==> config.mk <==
export PLATFORM = sky130hd
export DESIGN_NAME = sbp_top
export DESIGN_NICKNAME = d
export VERILOG_FILES = /design/src/rtl/sbp_pkg.sv /design/src/rtl/sbp_req_fifo.sv /design/src/rtl/sbp_datapath.sv /design/src/rtl/sbp_ctrl.sv /design/src/rtl/sbp_top.sv
export SDC_FILE = /design/constraint.sdc
export NUM_CORES = 2
export LEC_CHECK = 0
export ABC_CLOCK_PERIOD_IN_PS = 6400
export CAP_MARGIN = 10
export CORE_ASPECT_RATIO = 0.8
export CORE_MARGIN = 5
export CORE_UTILIZATION = 40
export DETAILED_ROUTE_END_ITERATION = 7
export DONT_BUFFER_PORTS = 1
export HOLD_SLACK_MARGIN = 0.12
export PLACE_DENSITY = 0.63
export RECOVER_POWER = 50
export SYNTH_ARGS = -nofsm -noshare
export SYNTH_HDL_FRONTEND = slang
export SYNTH_HIERARCHICAL = 1
export SYNTH_SLANG_ARGS = --single-unit
==> constraint.sdc <==
create_clock -name clk -period 6.4 [get_ports clk]
set_input_delay 1.92 -clock clk [delete_from_list [all_inputs] [get_ports clk]]
set_output_delay 1.92 -clock clk [all_outputs]
set_load 0.05 [all_outputs]
==> src/rtl/sbp_pkg.sv <==
package sbp_pkg;
  // width of every index carried in the strobe bundle (up to 16 buffers, 15 slots)
  localparam int IDX_W = 4;

  typedef struct packed {
    logic             advance;   // slide a buffer after a hit
    logic [IDX_W-1:0] advBuf;
    logic [IDX_W-1:0] advStep;   // hit slot + 1
    logic             alloc;     // restart a buffer on a new stream
    logic [IDX_W-1:0] allocBuf;
    logic             issue;     // mark one slot as requested
    logic [IDX_W-1:0] issueBuf;
    logic [IDX_W-1:0] issueSlot;
  } sbpStrobe_t;
endpackage

==> src/rtl/sbp_req_fifo.sv <==
module sbp_req_fifo #(
  parameter int W     = 20,
  parameter int DEPTH = 4
) (
  input  logic         clk,
  input  logic         rst_n,
  input  logic         pushEn,
  input  logic [W-1:0] pushData,
  input  logic         popEn,
  output logic         full,
  output logic         outValid,
  output logic [W-1:0] outData
);
  localparam int PTR_W = (DEPTH > 1) ? $clog2(DEPTH) : 1;
  localparam int CNT_W = $clog2(DEPTH + 1);

  logic [W-1:0]     mem [DEPTH];
  logic [PTR_W-1:0] wrPtr, rdPtr;
  logic [CNT_W-1:0] count;

  function automatic logic [PTR_W-1:0] nextPtr(input logic [PTR_W-1:0] p);
    return (p == PTR_W'(DEPTH - 1)) ? '0 : p + 1'b1;
  endfunction

  assign full     = (count == CNT_W'(DEPTH));
  assign outValid = (count != '0);
  assign outData  = mem[rdPtr];

  always_ff @(posedge clk) begin
    if (pushEn) mem[wrPtr] <= pushData;
  end

  always_ff @(posedge clk or negedge rst_n) begin
    if (!rst_n) begin
      wrPtr <= '0;
      rdPtr <= '0;
      count <= '0;
    end else begin
      if (pushEn) wrPtr <= nextPtr(wrPtr);
      if (popEn)  rdPtr <= nextPtr(rdPtr);
      case ({pushEn, popEn})
        2'b10:   count <= count + 1'b1;
        2'b01:   count <= count - 1'b1;
        default: count <= count;
      endcase
    end
  end

  assert_no_overflow_R10: assert property (@(posedge clk) disable iff (!rst_n)
    pushEn |-> !full);
  assert_no_underflow_R8: assert property (@(posedge clk) disable iff (!rst_n)
    popEn |-> outValid);
endmodule

==> src/rtl/sbp_datapath.sv <==
module sbp_datapath
  import sbp_pkg::*;
#(
  parameter int LINE_AW         = 20,
  parameter int NUM_BUF         = 4,
  parameter int DEPTH           = 4,
  parameter int PAGE_LINES_LOG2 = 6
) (
  input  logic                       clk,
  input  logic                       rst_n,
  input  logic                       missValid,
  input  logic [LINE_AW-1:0]         missAddr,
  input  logic                       fillValid,
  input  logic [LINE_AW-1:0]         fillAddr,
  input  sbpStrobe_t                 strobe,
  output logic [NUM_BUF*DEPTH-1:0]   slotHit,
  output logic [NUM_BUF*DEPTH-1:0]   slotRdy,
  output logic [NUM_BUF*DEPTH-1:0]   needReq,
  output logic [LINE_AW-1:0]         issueAddr
);
  localparam int PAGE_W = LINE_AW - PAGE_LINES_LOG2;
  localparam int BUF_W  = (NUM_BUF > 1) ? $clog2(NUM_BUF) : 1;
  localparam int SLOT_W = (DEPTH > 1) ? $clog2(DEPTH) : 1;

  logic [LINE_AW-1:0] baseAll [NUM_BUF];

  for (genvar b = 0; b < NUM_BUF; b++) begin : g_buf
    logic               bufValidQ;
    logic [LINE_AW-1:0] baseQ;
    logic [PAGE_W-1:0]  pageQ;
    logic [DEPTH-1:0]   reqQ, rdyQ, slotValid, fillHit;
    logic [LINE_AW-1:0] slotAddr [DEPTH];
    logic               isAlloc, isAdv, isIssue;

    assign baseAll[b] = baseQ;
    assign isAlloc    = strobe.alloc   && (strobe.allocBuf == IDX_W'(b));
    assign isAdv      = strobe.advance && (strobe.advBuf   == IDX_W'(b));
    assign isIssue    = strobe.issue   && (strobe.issueBuf == IDX_W'(b));

    for (genvar s = 0; s < DEPTH; s++) begin : g_slot
      assign slotAddr[s]  = baseQ + LINE_AW'(s);
      assign slotValid[s] = bufValidQ &&
                            (slotAddr[s][LINE_AW-1:PAGE_LINES_LOG2] == pageQ);
      assign fillHit[s]   = fillValid && slotValid[s] && reqQ[s] && !rdyQ[s] &&
                            (slotAddr[s] == fillAddr);
      assign slotHit[b*DEPTH+s] = missValid && slotValid[s] && (slotAddr[s] == missAddr);
      assign slotRdy[b*DEPTH+s] = rdyQ[s];
      assign needReq[b*DEPTH+s] = slotValid[s] && !reqQ[s];
    end

    always_ff @(posedge clk or negedge rst_n) begin
      if (!rst_n) begin
        bufValidQ <= 1'b0;
        baseQ     <= '0;
        pageQ     <= '0;
        reqQ      <= '0;
        rdyQ      <= '0;
      end else if (isAlloc) begin
        bufValidQ <= 1'b1;
        baseQ     <= missAddr + LINE_AW'(1);
        pageQ     <= missAddr[LINE_AW-1:PAGE_LINES_LOG2];
        reqQ      <= '0;
        rdyQ      <= '0;
      end else if (isAdv) begin
        baseQ <= baseQ + LINE_AW'(strobe.advStep);
        reqQ  <= reqQ >> strobe.advStep;
        rdyQ  <= (rdyQ | fillHit) >> strobe.advStep;
      end else begin
        rdyQ <= rdyQ | fillHit;
        if (isIssue) reqQ[strobe.issueSlot[SLOT_W-1:0]] <= 1'b1;
      end
    end

    assert_ready_after_request_R7: assert property (@(posedge clk) disable iff (!rst_n)
      (rdyQ & ~reqQ) == '0);
    assert_issue_inside_page_R9: assert property (@(posedge clk) disable iff (!rst_n)
      isIssue |-> (slotValid[strobe.issueSlot[SLOT_W-1:0]] &&
                   !reqQ[strobe.issueSlot[SLOT_W-1:0]]));
  end

  assign issueAddr = baseAll[strobe.issueBuf[BUF_W-1:0]] + LINE_AW'(strobe.issueSlot);
endmodule

==> src/rtl/sbp_ctrl.sv <==
module sbp_ctrl
  import sbp_pkg::*;
#(
  parameter int NUM_BUF = 4,
  parameter int DEPTH   = 4
) (
  input  logic                     clk,
  input  logic                     rst_n,
  input  logic                     missValid,
  input  logic [NUM_BUF*DEPTH-1:0] slotHit,
  input  logic [NUM_BUF*DEPTH-1:0] slotRdy,
  input  logic [NUM_BUF*DEPTH-1:0] needReq,
  input  logic                     fifoFull,
  output sbpStrobe_t               strobe,
  output logic                     respValid,
  output logic                     respHit,
  output logic                     respReady
);
  logic [IDX_W-1:0]   age [NUM_BUF];
  logic [NUM_BUF-1:0] victimVec;
  logic [IDX_W-1:0]   victimBuf, hitBuf, hitSlot, reqBuf, reqSlot, touchBuf, ageTouch;
  logic               hitAny, hitRdy, needAny;

  // descending loops: the last match written is the lowest buffer / slot
  always_comb begin
    hitAny = 1'b0; hitRdy = 1'b0; hitBuf = '0; hitSlot = '0;
    needAny = 1'b0; reqBuf = '0; reqSlot = '0;
    for (int b = NUM_BUF - 1; b >= 0; b--) begin
      for (int s = DEPTH - 1; s >= 0; s--) begin
        if (slotHit[b*DEPTH+s]) begin
          hitAny  = 1'b1;
          hitBuf  = IDX_W'(b);
          hitSlot = IDX_W'(s);
          hitRdy  = slotRdy[b*DEPTH+s];
        end
        if (needReq[b*DEPTH+s]) begin
          needAny = 1'b1;
          reqBuf  = IDX_W'(b);
          reqSlot = IDX_W'(s);
        end
      end
    end
  end

  always_comb begin
    victimBuf = '0;
    for (int b = 0; b < NUM_BUF; b++) begin
      victimVec[b] = (age[b] == IDX_W'(NUM_BUF - 1));
      if (victimVec[b]) victimBuf = IDX_W'(b);
    end
  end

  assign touchBuf = hitAny ? hitBuf : victimBuf;

  always_comb begin
    ageTouch = '0;
    for (int b = 0; b < NUM_BUF; b++)
      if (IDX_W'(b) == touchBuf) ageTouch = age[b];
  end

  always_ff @(posedge clk or negedge rst_n) begin
    if (!rst_n) begin
      for (int b = 0; b < NUM_BUF; b++) age[b] <= IDX_W'(b);
    end else if (missValid) begin
      for (int b = 0; b < NUM_BUF; b++) begin
        if (IDX_W'(b) == touchBuf)  age[b] <= '0;
        else if (age[b] < ageTouch) age[b] <= age[b] + 1'b1;
      end
    end
  end

  always_comb begin
    strobe           = '0;
    strobe.advance   = missValid && hitAny;
    strobe.advBuf    = hitBuf;
    strobe.advStep   = hitSlot + 1'b1;
    strobe.alloc     = missValid && !hitAny;
    strobe.allocBuf  = victimBuf;
    strobe.issue     = !missValid && needAny && !fifoFull;
    strobe.issueBuf  = reqBuf;
    strobe.issueSlot = reqSlot;
  end

  always_ff @(posedge clk or negedge rst_n) begin
    if (!rst_n) begin
      respValid <= 1'b0;
      respHit   <= 1'b0;
      respReady <= 1'b0;
    end else begin
      respValid <= missValid;
      respHit   <= missValid && hitAny;
      respReady <= missValid && hitAny && hitRdy;
    end
  end

  assert_lru_single_victim_R6: assert property (@(posedge clk) disable iff (!rst_n)
    $onehot(victimVec));
  assert_ready_implies_hit_R7: assert property (@(posedge clk) disable iff (!rst_n)
    respReady |-> (respHit && respValid));
endmodule

==> src/rtl/sbp_top.sv <==
module sbp_top
  import sbp_pkg::*;
#(
  parameter int LINE_AW         = 20,
  parameter int NUM_BUF         = 4,
  parameter int DEPTH           = 4,
  parameter int PAGE_LINES_LOG2 = 6,
  parameter int QUEUE_DEPTH     = 4
) (
  input  logic               clk,
  input  logic               rst_n,
  input  logic               missValid,
  input  logic [LINE_AW-1:0] missAddr,
  output logic               respValid,
  output logic               respHit,
  output logic               respReady,
  output logic               pfValid,
  output logic [LINE_AW-1:0] pfAddr,
  input  logic               pfReady,
  input  logic               fillValid,
  input  logic [LINE_AW-1:0] fillAddr
);
  sbpStrobe_t                strobe;
  logic [NUM_BUF*DEPTH-1:0]  slotHit, slotRdy, needReq;
  logic [LINE_AW-1:0]        issueAddr;
  logic                      fifoFull;

  sbp_ctrl #(.NUM_BUF(NUM_BUF), .DEPTH(DEPTH)) ctrl_i (
    .clk(clk), .rst_n(rst_n), .missValid(missValid),
    .slotHit(slotHit), .slotRdy(slotRdy), .needReq(needReq), .fifoFull(fifoFull),
    .strobe(strobe), .respValid(respValid), .respHit(respHit), .respReady(respReady)
  );

  sbp_datapath #(.LINE_AW(LINE_AW), .NUM_BUF(NUM_BUF), .DEPTH(DEPTH),
                 .PAGE_LINES_LOG2(PAGE_LINES_LOG2)) dp_i (
    .clk(clk), .rst_n(rst_n), .missValid(missValid), .missAddr(missAddr),
    .fillValid(fillValid), .fillAddr(fillAddr), .strobe(strobe),
    .slotHit(slotHit), .slotRdy(slotRdy), .needReq(needReq), .issueAddr(issueAddr)
  );

  sbp_req_fifo #(.W(LINE_AW), .DEPTH(QUEUE_DEPTH)) fifo_i (
    .clk(clk), .rst_n(rst_n), .pushEn(strobe.issue), .pushData(issueAddr),
    .popEn(pfValid && pfReady), .full(fifoFull), .outValid(pfValid), .outData(pfAddr)
  );
endmodule

== After elaboration in Yosys (flattened, before gate mapping) ==
Memories as Yosys holds them, arrays and structs flattened.
Index checks and enable logic that the tools add are counted.

* Add/sub/neg operators: 27
* $lt $le $gt $ge: 7
* Equality and inequality tests: 68
* Shift operators: 8
* Mux-type cells: 164
* Bitwise operators: 9
* Reductions and logical operators: 204

{| class="wikitable"
|+ Operator list
! kind !! number
|-
| $eq A20 B20 Y1 || 32
|-
| $mux W4 || 63
|-
| $eq A14 B14 Y1 || 16
|-
| $mux W20 || 10
|-
| $add A20 B2 Y20 const B || 8
|-
| $logic_and A1 B1 Y1 || 147
|-
| $add A20 B1 Y20 const B || 5
|-
| $add A20 B4 Y20 || 4
|-
| $mux W2 || 36
|-
| $mux W1 || 52
|-
| $bmux W20 S2 || 1
|-
| $logic_not A1 Y1 || 35
|-
| $or A4 B4 Y4 || 8
|-
| $shr A4 B4 Y4 || 8
|-
| $add A20 B2 Y20 || 1
|-
| $add A4 B1 Y4 const B || 5
|-
| $eq A4 B2 Y1 const B || 5
|-
| $reduce_bool A2 Y1 || 9
|-
| $logic_not A4 Y1 || 4
|-
| $lt A4 B4 Y1 || 4
|-
| $reduce_bool A3 Y1 || 5
|-
| $eq A2 B2 Y1 const B || 7
|-
| $eq A2 B4 Y1 const A || 2
|-
| $reduce_and A2 Y1 || 4
|-
| 13 further kinds || 16
|}

* Register bits after elaboration: 198
* Bits in writable memories: 80
* Bits of input ports: 45
* Output and inout bits: 24
* Word-level logic and storage cells: 518
* Memories: 1

{| class="wikitable"
|+ Memory list
! name !! depth !! bits a word !! read ports !! clocked after memory_dff !! write ports !! line !! source
|-
| fifo_i.mem || 4 || 20 || 1 || 0 || 1 || sbp_req_fifo.sv:17 || <nowiki>logic [W-1:0] mem [DEPTH];</nowiki>
|}

== Logic depth before layout (Yosys ltp) ==
* Word-level depth: 30
* Depth in mapped cells: 33
* Depth with buffers taken out: 30

== By module ==
Netlist, hierarchy kept.

{| class="wikitable"
|+ By module, submodules not included
! module !! instances !! cells each !! area each (sq um) !! sequential area each (sq um)
|-
| sbp_datapath || 1 || 3,114 || 23,666.4 || 4,304.1
|-
| sbp_req_fifo || 1 || 139 || 3,300.7 || 2,577.5
|-
| sbp_ctrl || 1 || 275 || 2,192.1 || 480.5
|-
| sbp_top || 1 || 1 || 6.3 || 0.0
|}

== Worst setup path before layout ==
Ideal clock, no wire load.

* Path type: input to register
* Start point: input port missAddr[4]
* End point: register dp_i.g_buf[0].baseQ[18]
* Setup time: 137 ps
* Arrival: 8,129 ps
* Required time: 6,263 ps
* Setup slack: -1,866 ps
* Stages on the path: 28
* Buffers on the path: 2
* Cell sequence: clkbuf_1 xor2_1 or2_2 a2111oi_0 o21ai_0 nor4_1 nand3_1 a2111oi_0 nand2b_1 a21oi_1 o21bai_1 a21oi_1 o21bai_1 a21oi_1 nor2_1 o31ai_1 ha_1 clkbuf_1 clkinv_1 fa_1 nor2b_1 o21a_1 o21ai_0 or3_1 or3_1 xnor2_1 nor2_1 a21oi_1

{| class="wikitable"
|+ RTL lines
! item !! line !! source
|-
| start: declaration || sbp_top.sv:13 || <nowiki>input logic [LINE_AW-1:0] missAddr,</nowiki>
|-
| end signal: assignment || sbp_datapath.sv:60 || <nowiki>baseQ <= missAddr + LINE_AW'(1);</nowiki>
|-
| end signal: assignment || sbp_datapath.sv:65 || <nowiki>baseQ <= baseQ + LINE_AW'(strobe.advStep);</nowiki>
|-
| end: declaration || sbp_datapath.sv:29 || <nowiki>logic [LINE_AW-1:0] baseQ;</nowiki>
|}

==> impl_metrics.csv <==
group,metric,value,unit
routing,routedWlPerCell,29.4,um
critical_path,path_depth,28,
die,dieHeight,252,um
die,initial_core_util,0.404,
critical_path,crit_start,"dp_i/g_buf[3].baseQ[3]",
critical_path,worstPathRequired,6.79,ns
routing,vias_per_cell,6.29,
die,num_rows,88,
status,violations,"capacitance limit, slew limit, setup timing",
critical_path,crit_family,"simple AND/OR/NAND/NOR gates",
routing,final_antenna_net_count,0,
yosys,synth_fa_ha_area_frac,0.0302,
place,dp_cells,4833,
global_route,antenna_found_initial,5,
min_path,hold_class,"register to register",
place,dpl.hpwl,112000,um
sta,period_share,1.00,
finish,drive_above_1_share,0.242,
sta,fin_crit,6.42,ns
yosys,synth_ff_type,"dfrtp_1",
place,post-place-ws,-0.883,ns
clock_tree,cts_buffers,36,
critical_path,critPathKind,"register to register",
power,p_int,10.2,mW
critical_path,crit_path_max_incr_delay,0.48,ns
yosys,ys_warn_count,6,
yosys,ys_async_sr_fraction,0.712,
yosys,avgSynthCellArea,8.26,um2
clock_tree,cts_tree,"built",
clock_tree,clkTransAtPathRegs,0.06,ns
clock_tree,cts_sinks,278,
yosys,synth_mux_area_frac,0.0652,
sta,setup_viol,1,
yosys,yosysTopAreaCell,"dfrtp_1",
yosys,ys_ff_latch,278,
global_route,gr-total-overflow,0,
sta,relSlewSlack,-0.0788,
yosys,synthDistinctLibCells,119,
routing,wl,144000,um
yosys,synth_area_leaders,"dfrtp_1, xnor2_1, xor2_1",
routing,drt_first_pass_iters,7,
place,io_buffer_count,0,
flow_run,drv_cap,2,
sta,hold_viol,0,
yosys,syn_area,29200,um2
die,core-area,72200,um2
sta,max_freq,0.156,GHz
yosys,synth_edf_count,80,
yosys,synthMostInstantiatedCell,"xnor2_1",
finish,nets,4048,
clock_tree,htree_levels,2,
power,total_power,20.8,mW
finish,syn_to_final_growth,22.7,%
yosys,synth_simple_gate_area_frac,0.244,
yosys,syn_inst,3529,
min_path,min_from,"fifo_i/count[2]",
yosys,synth-xor-area-share,0.220,
finish,fillers,6951,
power,seqPwrFrac,0.194,
status,status,"finished with violations",
sta,rsz0062_at_grt,"yes",
power,total_leakage_power,14.0,nW
clock_tree,cts_buffer_depth,3,
clock_tree,clk_latency,0.58,ns
die,ios,69,
yosys,synth_compound_area_frac,0.137,
sta,tightest_slew,1.62,ns
global_route,grt_max_degree,199,
power,p_sw,10.6,mW
critical_path,crit_path_start_kind,"register",
routing,num_vias,30900,
routing,drc,0,
finish,final_cells,4911,
power,p_per_area,582,nW/um2
yosys,synthDominantCellAreaShare,0.166,
finish,multi_input_area,21000,um2
critical_path,critPathCaptureType,"register",
die,die_x,312,um
power,pwr-share-clk,0.104,
place,finalWeightedCongestion,1.14,
sta,slew_viol_final,21,
finish,seqCellArea,7370,um2
critical_path,reg2reg_depth,28,
die,dieArea,78400,um2
critical_path,cp_num_buf_inv,4,
critical_path,critPathSlowestCell,"dfrtp_1",
power,ir_drop,0.498,mV
sta,fin_worst_skew,0.0377,ns
sta,layout_setup_ws,-0.0206,ns
clock_tree,cts_root_buffer,"clkbuf_16",
critical_path,crit_arrival,6.81,ns
power,swShare,0.510,
critical_path,cp_max_fo,10,
power,power_frac_comb,0.702,
global_route,grt_pass1_wl,204000,um
critical_path,regToRegStartpoint,"dp_i/g_buf[3].baseQ[3]",
yosys,synth_seq_area_share,0.252,
global_route,grt.total_usage,0.350,
routing,drtIter0Drc,4604,
min_path,min_path_cells,1,
yosys,ys_top_cells_by_count,"xnor2_1, nand2_1, xor2_1",
yosys,synth_top_family_by_area,"simple AND/OR/NAND/NOR gates",
global_route,grt_pass1_vias,28800,
## worst reg2reg max path, delay by kind of cell, from the launching register on
family	cells	cell delay (ns)
buffers and inverters	4	0.66
DFF	1	0.48
AOI/OAI and AO/OA	10	1.37
adders and majority gates	2	0.77
and+or+nand+nor	10	2.72
xor gates and xnor gates	2	0.24
## cells in the final DEF, fill, tap and decap left out, types with 14 or more instances in the layout
master / count
and2_1: 19
and3_1: 28
ha_1: 58
a31oi_1: 46
mux2i_1: 26
or4_1: 14
nor3_1: 142
o2111ai_1: 14
a21oi_1: 177
mux4_2: 38
buf_4: 596
o21ai_0: 161
nand2_1: 298
a21o_1: 14
nor4_1: 87
mux2_2: 64
clkbuf_16: 38
dfrtp_1: 190
nand3_1: 114
and4_1: 14
nor2_2: 15
or2_2: 14
o211ai_1: 20
edfxtp_1: 80
inv_1: 86
xor2_1: 281
clkbuf_1: 14
nor2_1: 254
nor4_2: 16
xnor2_1: 441
nand4_1: 103
or3_1: 36
nand2b_1: 26
nor2b_1: 32
## power groups by stage
stage / Combinational [mW] / Clock [mW] / Sequential (mW)
global route: 15.3 / 2.27 / 4.10
floorplan: 9.22 / 0 / 3.52
CTS: 14.0 / 2.21 / 4.00
detailed placement: 13.9 / 0 / 4.02
finish: 14.6 / 2.17 / 4.04
global placement: 13.9 / 0 / 4.01
## logic make-up (layout without fill, tap and decap cells)
group                      Yosys count  after routing
muxes                              131            131
other                                1             11
AOI/OAI and AO/OA                  628            628
buffers and inverters              340            767
xor gates and xnor gates           733            733
DFF                                278            278
and+or+nand+nor                   1351           1351
adders and majority gates           67             67
## state kept, by name (all words and copies together) (netlist names)
name / cells
ctrl_i/age: 16
ctrl_i/respHit: 1
ctrl_i/respReady: 1
ctrl_i/respValid: 1
dp_i/g_buf.baseQ: 80
dp_i/g_buf.bufValidQ: 4
dp_i/g_buf.pageQ: 56
dp_i/g_buf.rdyQ: 16
dp_i/g_buf.reqQ: 16
fifo_i/count: 3
fifo_i/mem: 80
fifo_i/rdPtr: 2
fifo_i/wrPtr: 2
## stage by stage
step	area [um2]	setup TNS [ns]	utilization	hold WS (ns)
floorplan	29500	-1.69	-	0.449
global placement	34100	-71.56	0.472	0.475
detailed placement	34100	-71.84	0.472	0.480
CTS	35300	-0.0701	0.489	0.491
global route	35800	-2.97	0.495	0.510
finish	35800	-0.0206	0.496	0.492
## routing by layer
layer	GRT usage	vias to the layer above	share of wire
met4	0.161	10	0.059
met1	0.483	14800	0.40
li1	-	13500	-
met2	0.486	2168	0.39
met5	0	-	0.00046
met3	0.128	432	0.15
## area by class of cell
type / count / area share
clock inverters: 19 / 0.00647
inverters: 88 / 0.00958
diodes: 2 / 0.000140
well taps: 945 / 0.0330
flip-flops and latches: 278 / 0.206
clock buffers: 46 / 0.0274
repair buffers: 614 / 0.131
multi-input cells: 2919 / 0.587
## timing repair
action | in CTS | in global routing
endpoints found under the hold margin | 0 | 0
gates resized for setup | 12 | 80
hold buffers | 0 | 0
endpoints found under the setup margin | 82 | 144
buffers inserted | 0 | 11
pin swaps | 0 | 39
gates cloned | 0 | 0
## path summary, 6_finish.rpt
path	endpoint	slack, ns
setup / recovery	dp_i/g_buf[0].baseQ[18]	-0.02
hold / removal	fifo_i/count[2]	0.49
setup reg to reg	dp_i/g_buf[0].baseQ[18]	-0.02
hold reg to reg	fifo_i/count[2]	0.49
max in group asynchronous	dp_i/g_buf[1].pageQ[13]	4.54
min in group asynchronous	dp_i/g_buf[2].pageQ[7]	1.05
Note: power is estimated with default switching activity, not from simulation.
